$ cat src/rtl/kmask_pkg.sv
// Package: shared types for the opmask OR-test unit.
// Holds the operand-width code, the flag bundle, and the mapping from a
// width code to a bit count.
package kmask_pkg;

    // Operand width code. Bit count = 8 << code.
    typedef enum logic [1:0] {
        KW_8  = 2'd0,
        KW_16 = 2'd1,
        KW_32 = 2'd2,
        KW_64 = 2'd3
    } kwidth_e;

    // Status flag bundle written by one test.
    typedef struct packed {
        logic zf;
        logic cf;
        logic of;
        logic sf;
        logic af;
        logic pf;
    } kflags_t;

    // Number of operand bits selected by a width code.
    function automatic int kwidth_bits(kwidth_e w);
        return 8 << int'(w);
    endfunction

endpackage

$ cat src/rtl/kmask_regfile.sv
// Module: kmask_regfile
// Mask register file with one write port and two combinational read ports.
// Assumes: the write lands on the clock edge, so a read in the same cycle
// returns the old value. Synchronous active-low reset clears every entry.
module kmask_regfile #(
    parameter int NUM_REGS = 8,
    parameter int REG_W    = 64,
    localparam int SEL_W   = $clog2(NUM_REGS)
) (
    input  logic             clk,
    input  logic             rst_n,
    input  logic             wr_en,
    input  logic [SEL_W-1:0] wr_idx,
    input  logic [REG_W-1:0] wr_data,
    input  logic [SEL_W-1:0] rd_a_idx,
    input  logic [SEL_W-1:0] rd_b_idx,
    output logic [REG_W-1:0] rd_a_data,
    output logic [REG_W-1:0] rd_b_data
);

    logic [REG_W-1:0] regs_q [NUM_REGS];

    // One flop bank per entry; each entry loads only when its index is written.
    for (genvar e = 0; e < NUM_REGS; e++) begin : g_entry
        always_ff @(posedge clk) begin
            if (!rst_n) begin
                regs_q[e] <= '0;
            end else if (wr_en && (int'(wr_idx) == e)) begin
                regs_q[e] <= wr_data;
            end
        end
    end

    // Combinational read of both source entries.
    always_comb begin
        rd_a_data = regs_q[rd_a_idx];
        rd_b_data = regs_q[rd_b_idx];
    end

endmodule

$ cat src/rtl/kmask_width_dec.sv
// Module: kmask_width_dec
// Turns the operand-size prefix bit and the width bit into a width code.
// Assumes: both inputs are already decoded from the instruction.
module kmask_width_dec
    import kmask_pkg::*;
(
    input  logic    pfx66,
    input  logic    wbit,
    output kwidth_e width_sel
);

    // Map {prefix, W} to one of the four operand widths.
    always_comb begin
        unique case ({pfx66, wbit})
            2'b00:   width_sel = KW_16;
            2'b10:   width_sel = KW_8;
            2'b01:   width_sel = KW_64;
            default: width_sel = KW_32;
        endcase
    end

endmodule

$ cat src/rtl/kmask_flag_eval.sv
// Module: kmask_flag_eval
// ORs two masks, keeps the bits below the operand width, and tests the
// result for all-zero and all-one.
// Assumes: every width code gives at least one bit. Widths larger than
// REG_W are clipped to REG_W.
module kmask_flag_eval
    import kmask_pkg::*;
#(
    parameter int REG_W = 64
) (
    input  logic [REG_W-1:0] src_a,
    input  logic [REG_W-1:0] src_b,
    input  kwidth_e          width_sel,
    output logic             all_zero,
    output logic             all_ones
);

    logic [REG_W-1:0] lane_mask;
    logic [REG_W-1:0] or_val;

    // Per-bit lane enable: set when bit b lies inside the operand width.
    for (genvar b = 0; b < REG_W; b++) begin : g_lane
        assign lane_mask[b] = (b < kwidth_bits(width_sel));
    end

    // OR the sources, then reduce the kept lanes in two ways.
    always_comb begin
        or_val   = src_a | src_b;
        all_zero = ~|(or_val & lane_mask);
        all_ones = &(or_val | ~lane_mask);
    end

endmodule

$ cat src/rtl/kmask_ortest.sv
// Module: kmask_ortest (top)
// Opmask OR-test unit. It holds the mask register file, decodes the
// operand width, evaluates the flags, and registers the flags and the valid
// strobe one clock after issue.
// Assumes: issue is a single-cycle pulse, and reset is synchronous and
// active low.
module kmask_ortest
    import kmask_pkg::*;
#(
    parameter int NUM_REGS = 8,
    parameter int REG_W    = 64,
    localparam int SEL_W   = $clog2(NUM_REGS)
) (
    input  logic             clk,
    input  logic             rst_n,
    input  logic             wr_en,
    input  logic [SEL_W-1:0] wr_idx,
    input  logic [REG_W-1:0] wr_data,
    input  logic             issue,
    input  logic [SEL_W-1:0] src_a_idx,
    input  logic [SEL_W-1:0] src_b_idx,
    input  logic             pfx66,
    input  logic             wbit,
    output logic             flags_vld,
    output logic             flag_zf,
    output logic             flag_cf,
    output logic             flag_of,
    output logic             flag_sf,
    output logic             flag_af,
    output logic             flag_pf
);

    logic [REG_W-1:0] rd_a;
    logic [REG_W-1:0] rd_b;
    kwidth_e          width_sel;
    logic             eval_zero;
    logic             eval_ones;
    kflags_t          flags_q;
    logic             vld_q;

    kmask_regfile #(
        .NUM_REGS (NUM_REGS),
        .REG_W    (REG_W)
    ) u_regfile (
        .clk       (clk),
        .rst_n     (rst_n),
        .wr_en     (wr_en),
        .wr_idx    (wr_idx),
        .wr_data   (wr_data),
        .rd_a_idx  (src_a_idx),
        .rd_b_idx  (src_b_idx),
        .rd_a_data (rd_a),
        .rd_b_data (rd_b)
    );

    kmask_width_dec u_wdec (
        .pfx66     (pfx66),
        .wbit      (wbit),
        .width_sel (width_sel)
    );

    kmask_flag_eval #(
        .REG_W (REG_W)
    ) u_eval (
        .src_a     (rd_a),
        .src_b     (rd_b),
        .width_sel (width_sel),
        .all_zero  (eval_zero),
        .all_ones  (eval_ones)
    );

    // Capture new flags on issue and keep them otherwise; valid follows issue by one cycle.
    always_ff @(posedge clk) begin
        if (!rst_n) begin
            flags_q <= '0;
            vld_q   <= 1'b0;
        end else begin
            vld_q <= issue;
            if (issue) begin
                flags_q.zf <= eval_zero;
                flags_q.cf <= eval_ones;
                flags_q.of <= 1'b0;
                flags_q.sf <= 1'b0;
                flags_q.af <= 1'b0;
                flags_q.pf <= 1'b0;
            end
        end
    end

    // Drive the output ports from the flag register.
    always_comb begin
        flags_vld = vld_q;
        flag_zf   = flags_q.zf;
        flag_cf   = flags_q.cf;
        flag_of   = flags_q.of;
        flag_sf   = flags_q.sf;
        flag_af   = flags_q.af;
        flag_pf   = flags_q.pf;
    end

endmodule

$ cat config.mk
export PLATFORM = sky130hd
export DESIGN_NAME = kmask_ortest
export DESIGN_NICKNAME = d
export VERILOG_FILES = /design/src/rtl/kmask_pkg.sv /design/src/rtl/kmask_regfile.sv /design/src/rtl/kmask_width_dec.sv /design/src/rtl/kmask_flag_eval.sv /design/src/rtl/kmask_ortest.sv
export SDC_FILE = /design/constraint.sdc
export NUM_CORES = 1
export LEC_CHECK = 0
export BUFFER_PORTS_ARGS = -buffer_cell sky130_fd_sc_hd__buf_2
export CORE_AREA = 2 2 269 191
export DETAILED_ROUTE_END_ITERATION = 16
export DIE_AREA = 0 0 271 193
export PLACE_DENSITY = 0.83
export RECOVER_POWER = 100
export REMOVE_ABC_BUFFERS = 1
export SYNTH_ARGS = -nofsm -noshare
export SYNTH_HDL_FRONTEND = slang
export SYNTH_SLANG_ARGS = --single-unit
$ cat constraint.sdc
create_clock -name clk -period 9.57 [get_ports clk]
set_input_delay 0 -clock clk [delete_from_list [all_inputs] [get_ports clk]]
set_output_delay 0 -clock clk [all_outputs]
set_load 0.005 [all_outputs]
; Word-level counts from Yosys, hierarchy flattened
; Memories as Yosys holds them, arrays and structs flattened.
; Index checks and enable logic that the tools add are counted.
[op_classes]
order_cmp = 64
eq_ne = 9
shifts = 1
mux = 34
bitwise = 12
n_reduce_logical = 13
[op_table]
columns = op, n
row1 = 7-bit by 32-bit less-than comparator with 1-bit output (first input constant), 32
row2 = 6-bit by 32-bit less-than comparator with 1-bit output (first input constant), 16
row3 = 64-bit 2-to-1 mux, 8
row4 = 5-bit by 32-bit less-than comparator with 1-bit output (first input constant), 8
row5 = 4-bit by 32-bit less-than comparator with 1-bit output (first input constant), 4
row6 = 64-bit OR, 2
row7 = 64-bit bitwise AND, 1
row8 = 3-bit by 32-bit less-than comparator with 1-bit output (first input constant), 2
row9 = 64-bit NOT, 1
row10 = 64-bit AND reduction, 1
row11 = 64-bit OR reduction, 1
row12 = 1-bit by 32-bit less-than comparator with 1-bit output (first input constant), 1
row13 = 2-bit by 32-bit less-than comparator with 1-bit output (first input constant), 1
row14 = 4-bit by 2-bit << shifter with 32-bit output (first input constant), 1
row15 = 1-bit 2-to-1 mux, 25
row16 = 3-bit equality test (second input constant), 4
row17 = 1-bit logical AND, 8
row18 = 1-bit OR, 8
row19 = 3-bit by 2-bit equality test with 1-bit output (second input constant), 2
row20 = 2-bit case mux with 3 select lines, 1
row21 = 3-bit by 1-bit equality test with 1-bit output (second input constant), 1
row22 = 3-bit logical NOT, 1
row23 = 2-bit by 1-bit equality test with 1-bit output (second input constant), 1
row24 = 2-bit equality test (second input constant), 1
row25 = 2 further kinds, 2
[word_totals]
register_bits = 3
ram_bits = 512
out_inout_bits = 7
elab_cells = 137
memories = 1
[mem_list]
columns = name, words, width, read_ports, rd_ports_with_merged_regs, write_ports, line
row1 = u_regfile.regs_q, 8, 64, 2, 0, 8, kmask_regfile.sv:21  ; logic [REG_W-1:0] regs_q [NUM_REGS];

; Longest topological paths before layout
; Gate-level depths: netlist (run 1).
[depth]
depth_word = 7
ltp_mapped = 11
depth_no_buf = 7

; Hierarchy
; From an unflattened synthesis (run 1), not the netlist that was laid out.
[hier_totals]
cells_unflattened = 1781
area_unflattened_um2 = 27096.0
[modules_own_cells]
columns = module, instances, cells_each, area_each_um2, seq_area_each_um2
row1 = kmask_regfile, 1, 1672, 26359.0, 15374.7
row2 = kmask_flag_eval, 1, 94, 595.6, 0.0
row3 = kmask_ortest, 1, 13, 133.9, 60.1
row4 = kmask_width_dec, 1, 2, 7.5, 0.0

; Least setup slack after synthesis (run 1)
; Ideal clock, no wire load.
[synth_timing]
kind = input-to-reg
start = in wr_idx[1]
end = mem u_regfile.regs_q[0][0] (enable)
t_arrival_ns = 4.907
required_time_ns = 8.988
path_slack_ns = 4.082
path_stages = 2
n_path_buf = 0
cell_sequence = nand2b_1 -> o31ai_1
[synth_lines]
columns = element, line
row1 = start: declaration, kmask_ortest.sv:17  ; input logic [SEL_W-1:0] wr_idx,
row2 = end: declaration, kmask_regfile.sv:21

; Worst setup path after layout (run 1)
[layout_timing]
start = in src_b_idx[1]
end = reg flags_q, in the netlist flag_cf
[layout_between]
elab_chain_cells = 4
[layout_rtl]
columns = element, line
row1 = start: declaration, kmask_ortest.sv:21  ; input logic [SEL_W-1:0] src_b_idx,
row2 = memory read 8 x 64 bit, --
row3 = 64-bit OR, kmask_flag_eval.sv:28  ; or_val = src_a | src_b;
row4 = 64-bit OR, kmask_flag_eval.sv:30  ; all_ones = &(or_val | ~lane_mask);
row5 = 64-bit AND reduction, kmask_flag_eval.sv:30
row6 = end: declaration, kmask_ortest.sv:38  ; kflags_t flags_q;
; Every way passes these cells.
; A chain may end at the register's enable or synchronous reset.

==> metrics, run 1 <==
vias in the first global route 17400; post-route clock skew 0.0267 ns; Cell variety after synth 33; Area Overhead vs Synth 10.9%; CTS resizes 0; switching share of power 23.3%; synth warn 0; Hold WC Path Type primary input to flop; Core ar. 50000 um2; Logic pwr share 12.1%; Layout Nets 1880; leading cell types by count after synthesis and2_1 (513), edfxtp_1 (512), mux4_2 (256); Fin. Hold Viols 0; longest individual stage delay on the worst path 2.32 ns; R2R setup slack 6.22 ns; peak supply drop 163 uV; Clock Pin Slew Worst Setup and Hold Paths 0.07 ns; CTS H-tree depth 2; Hold-fix buffers, CTS 68; Post-Place Cells 2358; Antenna Nets Post-Route 0; largest net degree at the start of global routing 73; area fraction of the dominant cell type after synthesis 56.6%; PortBufs 81; Slew @ Worst Pin 5.08 ns; FMAX 176 MHz; Pleak 10.3 nW; most numerous cell in the Yosys netlist and2_1; # rows 69; max-slew violations 963; Clock Tree Buf Depth 3; post-DR vias/cell 6.50; FF+latch count, synth 515; worst-path cell with the longest stage delay clkbuf_1; Overflow after GRT 0; clock root cell clkbuf_16; FILL cells 3612; DRT Wirelength 69900 um; final worst-path setup slack 3.90 ns; drt first pass iters 5; unrepaired setup endpoints after global routing false; Sink Count 515; CTS Buf Count 47; Async SR Flop Fraction 0%; Worst setup EP type flop; area of the die 52300 um2; Post-synth EDFFs 512; worst skew pair latency 0.58 ns; Main synth FF type edfxtp_1; Tot GR Track Use 27.5%; DRC 0; Sequential Power Share 52.2%; post-CTS setup buffers 0; Synth area leader edfxtp_1; worst-path cell chain buf_6, buf_4, clkbuf_1, mux4_2, nand2_1, and3_1, nand4b_1, nor2_1, a311oi_1, o31ai_1, dlygate4sd3_1; period utilization 59.3%; synthesized instance count 1698; required time worst endpoint 10.04 ns; violated checks max-capacitance violations, max-slew violations; Netlist Area Pre-Place 27200 um2; Power Density 173 nW/um2; share of layout cells above drive strength 1 22.7%; Mapped Avg Cell Area 16.0 um2; WL per Instance 27.9 um; hold slack 0.273 ns; Worst Path Arrival 6.14 ns; first-pass GRT wire length 106000 um; Die H 193 um; die span in x 271 um; Net Switching 1.22 mW; via count 16300; main area contributors after synthesis edfxtp_1 (57%), mux4_2 (21%), and2_1 (12%); Final HPWL DP 37200 um; initial core utilization 54.4%; Worst setup SP type primary input; I/O Pins 86; Util after Layout 60.3%; Clk pwr share 35.8%; sequential area share after synthesis 56.8%; Rel. slew slack -242%; outcome complete, but fails checks; Final Setup Violations 0; worst-path fanout max 47; Tmin final 5.67 ns; non-filler cells, final 2509; CP Buf/Inv Count 4; Max-Cap Viols 24; Sum Neg Setup Slack 0 ns; CP delay by family, top buffers and inverters; initial drt markers 2167; Internal Power 4.00 mW; pre-CTS setup slack 5.43 ns; kind of critical path primary input to flop; antenna violations before repair 5; GPL Wtd Cong 0.814; CTS tree built
## registers in the layout, summed over array words and instances (netlist names)
name and count:
u_regfile.regs_q 512, flags_vld 1, flag_cf 1, flag_zf 1
## final timing paths
path | from | cells after the start | endpoint
setup / recovery | src_b_idx[1] | 11 | flag_cf
hold / removal | rst_n | 2 | flags_vld
setup reg to reg | u_regfile.regs_q[3][48] | 7 | flag_zf
hold reg to reg | flag_zf | 2 | flag_zf
## cell families after synthesis
logic type / synth area share [%]
AO/OA/AOI/OAI: 0.548
buffers and inverters: 2.64
flip-flops: 56.8
multiplexers: 25.6
other: 0.0138
AND/OR/NAND/NOR: 14.5
## placed cells by master, fill, tap and decap left out, types with 4 or more instances in the layout
master	Yosys	layout
edfxtp_1	512	512
and2_0	0	326
mux4_2	256	256
and2_1	513	187
mux2i_1	118	118
nand2_1	70	70
buf_2	31	70
dlygate4sd3_1	0	68
clkbuf_16	0	49
clkbuf_1	60	30
nand4_1	16	16
nor4_1	16	16
nand2b_1	13	13
buf_4	18	13
clkinv_2	0	10
nand3_1	9	9
a22oi_1	8	8
nor2_1	11	6
clkinv_1	0	6
o21ai_0	6	5
nor2_4	0	5
bufinv_16	0	5
diode_2	0	4
conb_1	1	4
## power by group through the flow
stage	registers, mW	clock network, mW	logic (mW)
after CTS	2.71	1.88	0.629
after detailed placement	2.76	0	0.601
final	2.72	1.87	0.629
after global placement	2.74	0	0.584
after floorplan	2.74	0	0.366
after global routing	2.74	1.98	0.669
## metrics by stage
step / area, um2 / power, mW
2_1_floorplan: 26500 / 3.11
3_3_place_gp: 28100 / 3.32
3_5_place_dp: 28100 / 3.36
4_1_cts: 30300 / 5.22
5_1_grt: 30100 / 5.38
6_report: 30100 / 5.22
## final cells by class
type	count	area, um2	share of cell area, %
Timing Repair Buffer	176	1240	4.13
Multi-Input combinational cell	1060	11100	36.9
Clock buffer	57	1260	4.17
Tap cell	674	843	2.80
Clock inverter	22	230	0.764
Antenna cell	4	10.0	0.0332
Inverter	1	3.75	0.0125
Sequential cell	515	15400	51.2
## routing by layer
| layer | share of wire [%] | global-route usage (%) | up-vias | wire length (um) |
|---|---|---|---|---|
| met4 | 2.3 | 7.35 | 6 | 1580 |
| li1 | - | - | 6774 | - |
| met2 | 48 | 45.1 | 1003 | 33700 |
| met3 | 12 | 7.49 | 155 | 8540 |
| met5 | 0.047 | 0 | - | 33 |
| met1 | 37 | 36.7 | 8371 | 26000 |
Power figures use the tool's default switching activity.
==> run 2: changes to the inputs <==
==> constraint.sdc (replaced) <==
create_clock -name clk -period 5.7 [get_ports clk]
set_input_delay 0 -clock clk [delete_from_list [all_inputs] [get_ports clk]]
set_output_delay 0 -clock clk [all_outputs]
set_load 0.005 [all_outputs]
==> metrics, run 2 (same netlist as run 1, synthesis figures left out) <==
share of layout cells above drive strength 1 23.4% (+0.71 points); post-CTS setup buffers 0 (unchanged); first-pass GRT wire length 105000 um (-1.0%); Rel. slew slack -194% (+48 points); Internal Power 6.82 mW (+71%); CTS resizes 0 (unchanged); Placement Cell Area 28200 um2 (+0.31%); most frequent cells in the layout edfxtp_1 (512), and2_0 (296), mux4_2 (256), and2_1 (217), mux2i_1 (118); post-route clock skew 0.0196 ns (-0.00716 ns); DRC 0 (unchanged); drt first pass iters 7 (+2); Final Setup Violations 0 (unchanged); vias in the first global route 17100 (-1.8%); unrepaired setup endpoints after global routing false; Clk pwr share 36.9% (+1.1 points); Clock Tree Buf Depth 3 (unchanged); antenna violations before repair 5 (unchanged); Net Switching 2.10 mW (+72%); required time worst endpoint 5.88 ns (-4.16 ns); Antenna Nets Post-Route 0 (unchanged); Sum Neg Setup Slack 0 ns (unchanged); Logic pwr share 11.9% (-0.2 points); # rows 69 (unchanged); Design Area, Final 30300 um2 (+0.70%); die span in x 271 um (unchanged); commonest non-fill, non-tap cell in the layout edfxtp_1; Final HPWL DP 37600 um (+1.0%); Power Density 294 nW/um2 (+70%); post-DR vias/cell 6.53 (+0.47%); worst skew pair latency 0.57 ns (about the same); Layout Nets 1886 (+0.32%); via count 16500 (+0.95%); CTS Buf Count 48 (+2.1%); kind of critical path primary input to flop; CTS tree built; initial core utilization 54.4% (unchanged); Util after Layout 60.7% (+0.42 points); WL per Instance 27.6 um (-0.91%); DRT Wirelength 69600 um (-0.43%); GPL Wtd Cong 0.833 (+2.3%); PortBufs 81 (unchanged); worst-path fanout max 16 (-66%); clock root cell clkbuf_16; Worst Path Arrival 4.82 ns (-1.32 ns); Slew @ Worst Pin 4.42 ns (-0.663 ns); CTS H-tree depth 2 (unchanged); Hold WC Path Type primary input to flop; Sink Count 515 (unchanged); initial drt markers 2309 (+6.6%); switching share of power 23.5% (+0.20 points); Clock Pin Slew Worst Setup and Hold Paths 0.06 ns (about the same); Die H 193 um (unchanged); peak supply drop 259 uV (+59%); Pleak 10.4 nW (+1.3%); Overflow after GRT 0 (unchanged); Sequential Power Share 51.1% (-1.1 points); Tot GR Track Use 27.2% (-0.26 points); Max-Cap Viols 19 (-21%); FMAX 216 MHz; I/O Pins 86 (unchanged); Area Overhead vs Synth 11.7%; area of the die 52300 um2 (unchanged); Fin. Hold Viols 0 (unchanged); most flop-heavy register u_regfile.regs_q; Worst setup SP type primary input; Tmin final 4.64 ns; period utilization 81.4%; max-slew violations 753 (-22%); largest net degree at the start of global routing 75 (+2.7%); outcome complete, but fails checks; violated checks max-capacitance violations, max-slew violations; Worst setup EP type flop; Largest register FFs 512 (unchanged); Core ar. 50000 um2 (unchanged)
-- run 2: path summary, 6_finish.rpt --
check                           cells past startpoint                     from  slack [ns]                       to
worst max register to register                      7  u_regfile.regs_q[0][54]        2.56                  flag_zf
worst min register to register                      2                  flag_zf        0.74                  flag_zf
worst min-delay path                                5                     wbit        0.06                  flag_zf
worst max-delay path                                5                wr_idx[2]        1.06  u_regfile.regs_q[1][19]
-- run 2: through the flow --
step,power (mW),hold WS [ns],setup WS [ns],std cells
2_1_floorplan,5.21,0.141,0.212,1576
3_3_place_gp,5.59,0.328,2.04,2363
3_5_place_dp,5.64,0.309,2.01,2363
4_1_cts,8.94,0.00996,2.36,2517
5_1_grt,9.18,0.0701,1.08,2518
6_report,8.92,0.0606,1.06,2521
-- run 2: layout make-up --
cell class	count	area, um2
fillers	3603	19600
flip-flops and latches	515	15400
multi-input cells	1060	11100
repair buffers	181	1330
clock buffers	57	1260
well taps	674	843
clock inverters	30	329
diodes	3	7.51
inverters	1	3.75
-- run 2: routing by layer --
metal	vias up	share of wire (%)	track usage [%]
met4	4	2.0	7.01
met3	135	13	7.32
li1	6791	-	-
met1	8403	38	37.3
met5	-	0.034	0
met2	1131	47	43.8
-- run 2: timing repair --
action	CTS	global route
hold buffers	67	0
hold endpoints to repair	515	0
setup endpoints to repair	0	0
-- run 2: power by group through the flow --
stage	Sequential, mW	Combinational [mW]	Clock, mW
after global routing	4.58	1.13	3.47
after detailed placement	4.63	1.02	0
after global placement	4.60	0.992	0
final	4.56	1.06	3.30
after CTS	4.55	1.06	3.33
after floorplan	4.60	0.615	0
-- run 2: critical path, stage by stage --
cell and delay, ns:
clkbuf_1 0.21, nand2b_1 0.36, o21ai_0 2.06, clkbuf_1 1.17, clkbuf_1 0.97
